--- src/rtl/cpr_pkg.sv ---
package cpr_pkg;
   // Kind of access presented at the request port in a given cycle
   typedef enum logic [1:0] {
      ACC_IDLE  = 2'd0,
      ACC_READ  = 2'd1,
      ACC_WRITE = 2'd2
   } acc_kind_e;

   // Number of words that have a single (base) view only
   localparam int unsigned N_SINGLE = 4;
endpackage

--- src/rtl/cpr_decode.sv ---
module cpr_decode #(
   parameter int unsigned IDX_W    = 10,
   parameter int unsigned N_CTRL   = 6,
   parameter int unsigned N_CFG    = 2,
   parameter int unsigned CFG_BASE = 'h08,
   parameter int unsigned SET_OFS  = 'h10,
   parameter int unsigned CLR_OFS  = 'h20,
   parameter int unsigned STAT_IDX = 'h100,
   parameter int unsigned MASK_IDX = 'h101,
   parameter int unsigned PROT_IDX = 'h3FE,
   parameter int unsigned LOCK_IDX = 'h3FF,
   localparam int unsigned N_AL    = N_CTRL + N_CFG,
   localparam int unsigned N_REG   = N_AL + cpr_pkg::N_SINGLE
) (
   input  logic             clk,
   input  logic             rst_n,
   input  logic [IDX_W-1:0] idx,
   output logic [N_REG-1:0] base_sel,
   output logic [N_AL-1:0]  set_sel,
   output logic [N_AL-1:0]  clr_sel
);
   function automatic int unsigned base_of(int unsigned k);
      if (k < N_CTRL) return k;
      if (k < N_AL)   return CFG_BASE + k - N_CTRL;
      case (k - N_AL)
         0:       return STAT_IDX;
         1:       return MASK_IDX;
         2:       return PROT_IDX;
         default: return LOCK_IDX;
      endcase
   endfunction

   genvar k;
   generate
      for (k = 0; k < N_REG; k++) begin : g_sel
         localparam int unsigned BASE = base_of(k);
         assign base_sel[k] = (idx == IDX_W'(BASE));
         if (k < N_AL) begin : g_alias
            assign set_sel[k] = (idx == IDX_W'(BASE + SET_OFS));
            assign clr_sel[k] = (idx == IDX_W'(BASE + CLR_OFS));
         end
      end
   endgenerate

   // an index selects at most one view of one word
   p_one_view_r3: assert property (@(posedge clk) disable iff (!rst_n)
      $onehot0({base_sel, set_sel, clr_sel}));
endmodule

--- src/rtl/cpr_alias_cell.sv ---
module cpr_alias_cell #(
   parameter int unsigned W = 64
) (
   input  logic         clk,
   input  logic         rst_n,
   input  logic         load,
   input  logic         set,
   input  logic         clr,
   input  logic [W-1:0] d,
   output logic [W-1:0] q
);
   always_ff @(posedge clk) begin
      if (!rst_n)    q <= '0;
      else if (load) q <= d;
      else if (set)  q <= q | d;
      else if (clr)  q <= q & ~d;
   end

   p_set_bits_r3: assert property (@(posedge clk) disable iff (!rst_n)
      set && !load |=> ((q & $past(d)) == $past(d)) &&
                       ((q & ~$past(d)) == ($past(q) & ~$past(d))));
   p_clr_bits_r4: assert property (@(posedge clk) disable iff (!rst_n)
      clr && !load && !set |=> ((q & $past(d)) == '0) &&
                               ((q & ~$past(d)) == ($past(q) & ~$past(d))));
   p_load_r2: assert property (@(posedge clk) disable iff (!rst_n)
      load |=> q == $past(d));
endmodule

--- src/rtl/cpr_plain_cell.sv ---
module cpr_plain_cell #(
   parameter int unsigned W = 64
) (
   input  logic         clk,
   input  logic         rst_n,
   input  logic         load,
   input  logic [W-1:0] d,
   output logic [W-1:0] q
);
   always_ff @(posedge clk) begin
      if (!rst_n)    q <= '0;
      else if (load) q <= d;
   end

   p_plain_load_r7: assert property (@(posedge clk) disable iff (!rst_n)
      load |=> q == $past(d));
endmodule

--- src/rtl/chiplet_ctrl_bank.sv ---
module chiplet_ctrl_bank
   import cpr_pkg::*;
#(
   parameter int unsigned DATA_W   = 64,
   parameter int unsigned IDX_W    = 10,
   parameter int unsigned N_CTRL   = 6,
   parameter int unsigned N_CFG    = 2,
   parameter int unsigned CFG_BASE = 'h08,
   parameter int unsigned SET_OFS  = 'h10,
   parameter int unsigned CLR_OFS  = 'h20,
   parameter int unsigned STAT_IDX = 'h100,
   parameter int unsigned MASK_IDX = 'h101,
   parameter int unsigned PROT_IDX = 'h3FE,
   parameter int unsigned LOCK_IDX = 'h3FF
) (
   input  logic              clk,
   input  logic              rst_n,
   input  logic              req_valid,
   input  logic              req_write,
   input  logic [IDX_W-1:0]  req_idx,
   input  logic [DATA_W-1:0] req_wdata,
   output logic              rsp_valid,
   output logic [DATA_W-1:0] rsp_rdata,
   output logic              rsp_err
);
   localparam int unsigned N_AL  = N_CTRL + N_CFG;
   localparam int unsigned N_REG = N_AL + N_SINGLE;

   // Elaboration checks on the map layout
   generate
      if (N_CTRL + N_CFG == 0) begin : g_chk_empty
         $error("bank needs at least one aliased word");
      end
      if (N_CTRL > CFG_BASE) begin : g_chk_overlap
         $error("control words run into the configuration words");
      end
      if (CFG_BASE + N_CFG > SET_OFS || SET_OFS + CFG_BASE + N_CFG > CLR_OFS) begin : g_chk_alias
         $error("alias windows overlap");
      end
      if ((1 << IDX_W) <= LOCK_IDX || (1 << IDX_W) <= PROT_IDX) begin : g_chk_idx
         $error("index width too small for the single-view words");
      end
   endgenerate

   logic [N_REG-1:0] base_sel;
   logic [N_AL-1:0]  set_sel, clr_sel;

   cpr_decode #(
      .IDX_W(IDX_W), .N_CTRL(N_CTRL), .N_CFG(N_CFG), .CFG_BASE(CFG_BASE),
      .SET_OFS(SET_OFS), .CLR_OFS(CLR_OFS), .STAT_IDX(STAT_IDX),
      .MASK_IDX(MASK_IDX), .PROT_IDX(PROT_IDX), .LOCK_IDX(LOCK_IDX)
   ) u_dec (
      .clk(clk), .rst_n(rst_n), .idx(req_idx),
      .base_sel(base_sel), .set_sel(set_sel), .clr_sel(clr_sel)
   );

   acc_kind_e kind;
   always_comb begin
      if (!req_valid)     kind = ACC_IDLE;
      else if (req_write) kind = ACC_WRITE;
      else                kind = ACC_READ;
   end

   logic                base_hit, any_hit;
   logic                wr_en;
   logic [DATA_W-1:0]   words [N_REG];
   logic [N_REG*DATA_W-1:0] flat;

   assign base_hit = |base_sel;
   assign any_hit  = base_hit | (|set_sel) | (|clr_sel);
   assign wr_en    = (kind == ACC_WRITE);

   genvar k;
   generate
      for (k = 0; k < N_REG; k++) begin : g_word
         if (k < N_AL) begin : g_al
            cpr_alias_cell #(.W(DATA_W)) u_cell (
               .clk(clk), .rst_n(rst_n),
               .load(wr_en & base_sel[k]),
               .set(wr_en & set_sel[k]),
               .clr(wr_en & clr_sel[k]),
               .d(req_wdata), .q(words[k])
            );
         end else begin : g_pl
            cpr_plain_cell #(.W(DATA_W)) u_cell (
               .clk(clk), .rst_n(rst_n),
               .load(wr_en & base_sel[k]),
               .d(req_wdata), .q(words[k])
            );
         end
         assign flat[k*DATA_W +: DATA_W] = words[k];
      end
   endgenerate

   logic [DATA_W-1:0] rd_mux;
   always_comb begin
      rd_mux = '0;
      for (int i = 0; i < N_REG; i++)
         if (base_sel[i]) rd_mux = rd_mux | words[i];
   end

   always_ff @(posedge clk) begin
      if (!rst_n) begin
         rsp_valid <= 1'b0;
         rsp_rdata <= '0;
         rsp_err   <= 1'b0;
      end else begin
         rsp_valid <= (kind != ACC_IDLE);
         case (kind)
            ACC_READ: begin
               rsp_rdata <= base_hit ? rd_mux : '1;
               rsp_err   <= !base_hit;
            end
            ACC_WRITE: begin
               rsp_rdata <= '0;
               rsp_err   <= !any_hit;
            end
            default: begin
               rsp_rdata <= '0;
               rsp_err   <= 1'b0;
            end
         endcase
      end
   end

   p_reset_clear_r1: assert property (@(posedge clk)
      !rst_n |=> (flat == '0) && !rsp_valid && !rsp_err);
   p_rsp_strobe_r2: assert property (@(posedge clk) disable iff (!rst_n)
      req_valid |=> rsp_valid);
   p_bad_read_ones_r6: assert property (@(posedge clk) disable iff (!rst_n)
      req_valid && !req_write && !base_hit |=> rsp_err && (rsp_rdata == '1));
   // no read, of any view, alters a stored word
   p_read_keeps_r5: assert property (@(posedge clk) disable iff (!rst_n)
      req_valid && !req_write |=> $stable(flat));
   p_bad_write_keeps_r6: assert property (@(posedge clk) disable iff (!rst_n)
      req_valid && req_write && !any_hit |=> $stable(flat) && rsp_err);
   p_write_rsp_r8: assert property (@(posedge clk) disable iff (!rst_n)
      req_valid && req_write |=> rsp_rdata == '0);
   p_idle_quiet_r9: assert property (@(posedge clk) disable iff (!rst_n)
      !req_valid |=> !rsp_valid && !rsp_err);
endmodule

--- config.mk ---
export PLATFORM = sky130hd
export DESIGN_NAME = chiplet_ctrl_bank
export DESIGN_NICKNAME = d
export VERILOG_FILES = /design/src/rtl/cpr_pkg.sv /design/src/rtl/cpr_decode.sv /design/src/rtl/cpr_alias_cell.sv /design/src/rtl/cpr_plain_cell.sv /design/src/rtl/chiplet_ctrl_bank.sv
export SDC_FILE = /design/constraint.sdc
export NUM_CORES = 2
export LEC_CHECK = 0
export BUFFER_PORTS_ARGS = -buffer_cell sky130_fd_sc_hd__buf_2
export CAP_MARGIN = 30
export CORE_ASPECT_RATIO = 0.9
export CORE_MARGIN = 4
export CORE_UTILIZATION = 55
export CTS_BUF_LIST = sky130_fd_sc_hd__clkbuf_4 sky130_fd_sc_hd__clkbuf_8
export DETAILED_ROUTE_END_ITERATION = 7
export PLACE_DENSITY = 0.75
export SYNTH_ARGS = -nofsm -noshare
export SYNTH_HDL_FRONTEND = slang
export SYNTH_HIERARCHICAL = 1
export SYNTH_SLANG_ARGS = --single-unit
--- constraint.sdc ---
create_clock -name clk -period 3.01 [get_ports clk]
set_input_delay 0.602 -clock clk [delete_from_list [all_inputs] [get_ports clk]]
set_output_delay 0.602 -clock clk [all_outputs]
set_load 0.05 [all_outputs]
==> impl_metrics.xml <==
<?xml version="1.0" encoding="UTF-8"?>
<metrics>
  <group name="outcome">
    <metric name="outcome" unit="">finished, final reports clean</metric>
  </group>
  <group name="cells_and_area">
    <metric name="drive_gt1_frac" unit="">0.1280</metric>
    <metric name="area_growth" unit="%">11.57</metric>
    <metric name="design.final.nets" unit="">4498</metric>
    <metric name="seq_area" unit="um^2">16700</metric>
    <metric name="n_fill_cell" unit="">6048</metric>
    <metric name="multi_input_area" unit="um^2">20640</metric>
  </group>
  <group name="cts">
    <metric name="cts_tree" unit="">yes</metric>
    <metric name="cts-htree-levels" unit="">4</metric>
    <metric name="cts.hold.buffers_added" unit="">0</metric>
    <metric name="clock_sink_total" unit="">834</metric>
    <metric name="ctsLongestPathBuffers" unit="">3</metric>
    <metric name="clk-insertion-delay-late" unit="ns">0.79</metric>
    <metric name="cts_post_setup_buffers_inserted" unit="">0</metric>
    <metric name="clock-root-buffer" unit="">sky130_fd_sc_hd__clkbuf_8</metric>
    <metric name="worst_setup_hold_path_clk_slew" unit="ns">0.06</metric>
    <metric name="cts_inserted_buffers" unit="">140</metric>
    <metric name="resized_after_cts" unit="">0</metric>
  </group>
  <group name="power">
    <metric name="powerDensity" unit="nW/um^2">516.4</metric>
    <metric name="power.leakage" unit="nW">13.64</metric>
    <metric name="ir_drop" unit="uV">378.2</metric>
    <metric name="fin_total_pwr" unit="mW">22.81</metric>
  </group>
  <group name="floorplanning">
    <metric name="dieHeight" unit="um">262.5</metric>
    <metric name="io_pins" unit="">144</metric>
    <metric name="rows" unit="">93</metric>
    <metric name="core_area" unit="um^2">71450</metric>
    <metric name="die_area" unit="um^2">76320</metric>
    <metric name="chipWidth" unit="um">290.8</metric>
    <metric name="floorplan.initialDensity" unit="">0.5540</metric>
  </group>
  <group name="critical_path">
    <metric name="cp-end-kind" unit="">flip-flop</metric>
    <metric name="crit_path_max_incr_delay" unit="ns">0.73</metric>
    <metric name="crit_fanout" unit="">26</metric>
    <metric name="regToRegSetupSlack" unit="ns">1.34</metric>
    <metric name="required" unit="ns">3.71</metric>
    <metric name="timing.critical_path.cells" unit="">buf_2, or4_4, buf_4, nor3_2, and3_1, or2_4, buf_12, nand2_1, a21boi_1</metric>
    <metric name="start_kind" unit="">input pin</metric>
    <metric name="cpLargestDelayFamily" unit="">simple AND/OR/NAND/NOR gates</metric>
    <metric name="timing.critical_path.slowest_stage_cell" unit="">sky130_fd_sc_hd__or4_4</metric>
    <metric name="critical_path_arrival" unit="ns">2.94</metric>
    <metric name="critical_path_buf_inv_count" unit="">3</metric>
    <metric name="critical_path_class" unit="">input pin to flip-flop</metric>
  </group>
  <group name="logic_synthesis">
    <metric name="postSynth.topFlopCell" unit="">sky130_fd_sc_hd__dfxtp_1</metric>
    <metric name="library_cell_with_the_highest_instance_count_after_synthesis" unit="">sky130_fd_sc_hd__nand2_1</metric>
    <metric name="post-synth-top-area-cell" unit="">sky130_fd_sc_hd__dfxtp_1</metric>
    <metric name="syn-num-nets" unit="">4470</metric>
    <metric name="sequential_fraction_of_the_synthesis_area" unit="">0.4218</metric>
    <metric name="synth_top_family_by_area" unit="">simple AND/OR/NAND/NOR gates</metric>
    <metric name="xor_xnor_cell_area_share_of_the_yosys_netlist" unit="">0</metric>
    <metric name="async_reset_ff_frac" unit="">0</metric>
    <metric name="synth.cells.most_frequent" unit="">sky130_fd_sc_hd__nand2_1, sky130_fd_sc_hd__dfxtp_1, sky130_fd_sc_hd__nand3b_1</metric>
    <metric name="postSynthCellCount" unit="">4392</metric>
    <metric name="synth_area_leaders" unit="">sky130_fd_sc_hd__dfxtp_1, sky130_fd_sc_hd__nand2_1, sky130_fd_sc_hd__nand3b_1, sky130_fd_sc_hd__a21boi_1, sky130_fd_sc_hd__mux2i_1</metric>
    <metric name="muxShareOfSynthArea" unit="">0.06474</metric>
    <metric name="synth_compound_gate_area_share" unit="">0.1944</metric>
    <metric name="share_of_yosys_cell_area_claimed_by_the_top_area_cell_type" unit="">0.4218</metric>
    <metric name="synth_fa_ha_area_frac" unit="">0</metric>
    <metric name="synth_seq_cells" unit="">834</metric>
    <metric name="synthSimpleGateAreaFrac" unit="">0.2582</metric>
    <metric name="mappedNetlistArea" unit="um^2">39580</metric>
    <metric name="synth.yosys.warnings" unit="">6</metric>
    <metric name="synthesis.area_per_instance" unit="um^2">9.012</metric>
    <metric name="ys_types" unit="">36</metric>
    <metric name="synth-edff-count" unit="">0</metric>
  </group>
  <group name="sta">
    <metric name="fin_crit" unit="ns">2.238</metric>
    <metric name="fin_tns_setup" unit="ns">0</metric>
    <metric name="fin_crit_sh" unit="">0.7436</metric>
    <metric name="pins_over_their_slew_limit" unit="">0</metric>
    <metric name="tightest_slew" unit="ns">0.9790</metric>
    <metric name="setup_violations" unit="">0</metric>
    <metric name="max_freq" unit="MHz">446.8</metric>
    <metric name="grt_setup_unrepaired" unit="">false</metric>
    <metric name="remaining_max_slew_budget_at_the_tightest_pin" unit="">0.3473</metric>
    <metric name="clock-skew-final" unit="ns">0.04599</metric>
    <metric name="timing.final.hold_violations" unit="">0</metric>
  </group>
  <group name="min_path">
    <metric name="min-delay-path-class" unit="">input pin to flip-flop</metric>
  </group>
  <group name="drt">
    <metric name="drt.antenna.violating_nets" unit="">0</metric>
    <metric name="via_count" unit="">34890</metric>
    <metric name="routed_wire_length" unit="um">133800</metric>
    <metric name="detail_route.wl_per_cell" unit="um">24.40</metric>
    <metric name="drt-pass1-iter-count" unit="">7</metric>
    <metric name="drt-initial-drc-count" unit="">4726</metric>
    <metric name="vias_per_instance" unit="">6.363</metric>
    <metric name="drc" unit="">0</metric>
  </group>
  <group name="place">
    <metric name="detailedPlacementHpwl" unit="um">73160</metric>
    <metric name="portBuffers" unit="">143</metric>
    <metric name="gp_routability_congestion" unit="">0.8699</metric>
  </group>
  <group name="grt">
    <metric name="grt-ovfl-total" unit="">0</metric>
    <metric name="grt_antenna_before_repair" unit="">15</metric>
    <metric name="groute.usage.overall" unit="">0.3322</metric>
    <metric name="global_route_wire_length_before_repair" unit="um">201900</metric>
    <metric name="grt_max_degree" unit="">226</metric>
    <metric name="via_count_of_the_first_global_routing_pass" unit="">33360</metric>
  </group>
  <group name="run">
    <metric name="cap_violations" unit="">0</metric>
  </group>
</metrics>
[cell type report]
cell class | count | area share
well taps | 950 | 0.02692
multi-input cells | 3167 | 0.4675
repair buffers | 276 | 0.05916
flip-flops and latches | 834 | 0.3781
inverters | 1 | 0.00008500
clock buffers | 229 | 0.06415
clock inverters | 15 | 0.003513
diodes | 11 | 0.0006234
[routing by layer]
metal | global-route usage | wire [um] | share of wire | vias to the layer above
met4 | 0.1344 | 4995 | 0.037 | 6
met5 | 0 | 32 | 0.00024 | -
li1 | - | - | - | 15520
met2 | 0.5064 | 58930 | 0.44 | 2035
met3 | 0.06600 | 14250 | 0.11 | 375
met1 | 0.4633 | 55570 | 0.42 | 16950
[kinds of logic after synthesis]
kind of cell / count (synthesis)
AND/OR/NAND/NOR: 1950
buffers and inverters: 391
AO/OA/AOI/OAI: 961
flip-flops: 834
multiplexers: 256
[worst reg2reg max path, stage by stage (launching register included)]
cell	delay (ns)
sky130_fd_sc_hd__dfxtp_1	0.31
sky130_fd_sc_hd__a22o_1	0.23
sky130_fd_sc_hd__a221oi_1	0.57
sky130_fd_sc_hd__a41o_1	0.38
sky130_fd_sc_hd__nand2_1	0.08
[report_power, final]
group / switching (mW) / internal (mW)
registers: 0.0257 / 11.1
logic: 0.654 / 0.264
clock network: 4.75 / 6.04
total: 5.43 / 17.4
[cells in the final DEF (no fill, tap or decap), types with 2 or more instances in the layout]
cell and n:
sky130_fd_sc_hd__or2_4 9, sky130_fd_sc_hd__nor3_2 20, sky130_fd_sc_hd__buf_4 62, sky130_fd_sc_hd__clkbuf_8 178
sky130_fd_sc_hd__nor2b_1 256, sky130_fd_sc_hd__clkinv_2 4, sky130_fd_sc_hd__inv_8 2, sky130_fd_sc_hd__clkbuf_4 51
sky130_fd_sc_hd__and3_1 8, sky130_fd_sc_hd__diode_2 11, sky130_fd_sc_hd__or4b_1 3, sky130_fd_sc_hd__and3_4 14
sky130_fd_sc_hd__mux2i_1 256, sky130_fd_sc_hd__a22oi_1 128, sky130_fd_sc_hd__a22o_1 128, sky130_fd_sc_hd__a21boi_0 32
sky130_fd_sc_hd__and3_2 6, sky130_fd_sc_hd__a221oi_1 128, sky130_fd_sc_hd__buf_12 71, sky130_fd_sc_hd__nand2b_1 2
sky130_fd_sc_hd__a41o_1 64, sky130_fd_sc_hd__clkinv_8 2, sky130_fd_sc_hd__nor3_1 2, sky130_fd_sc_hd__dfxtp_1 834
sky130_fd_sc_hd__nor3_4 6, sky130_fd_sc_hd__or4b_2 2, sky130_fd_sc_hd__or4_1 3, sky130_fd_sc_hd__inv_6 4
sky130_fd_sc_hd__a21boi_1 480, sky130_fd_sc_hd__nand2_1 1090, sky130_fd_sc_hd__clkinvlp_4 2, sky130_fd_sc_hd__nor4_1 5
sky130_fd_sc_hd__nand4_1 3, sky130_fd_sc_hd__nand3b_1 513, sky130_fd_sc_hd__buf_2 142, sky130_fd_sc_hd__or4bb_1 3
[through the flow]
step	area, um^2	worst slack, ns	hold WS (ns)	cells	util
6_report	44160	0.7717	0.1832	5483	0.6181
5_1_grt	44150	0.7067	0.1747	5479	0.6179
4_1_cts	44130	0.8196	0.1289	5472	0.6177
3_5_place_dp	41140	0.02838	0.4696	5228	0.5759
3_3_place_gp	41140	0.07921	0.4662	5228	0.5759
2_1_floorplan	39580	0.02803	0.4577	4392	-
[path summary, 6_finish.rpt]
check / startpoint / to / cells past startpoint
hold / removal: rst_n / flip-flop / 2
setup / recovery: req_idx[7] / flip-flop / 9
setup reg to reg: flip-flop / rsp_rdata[46] / 4
hold reg to reg: flip-flop / flip-flop / 2
No activity file was read; power rests on OpenSTA's default activity.
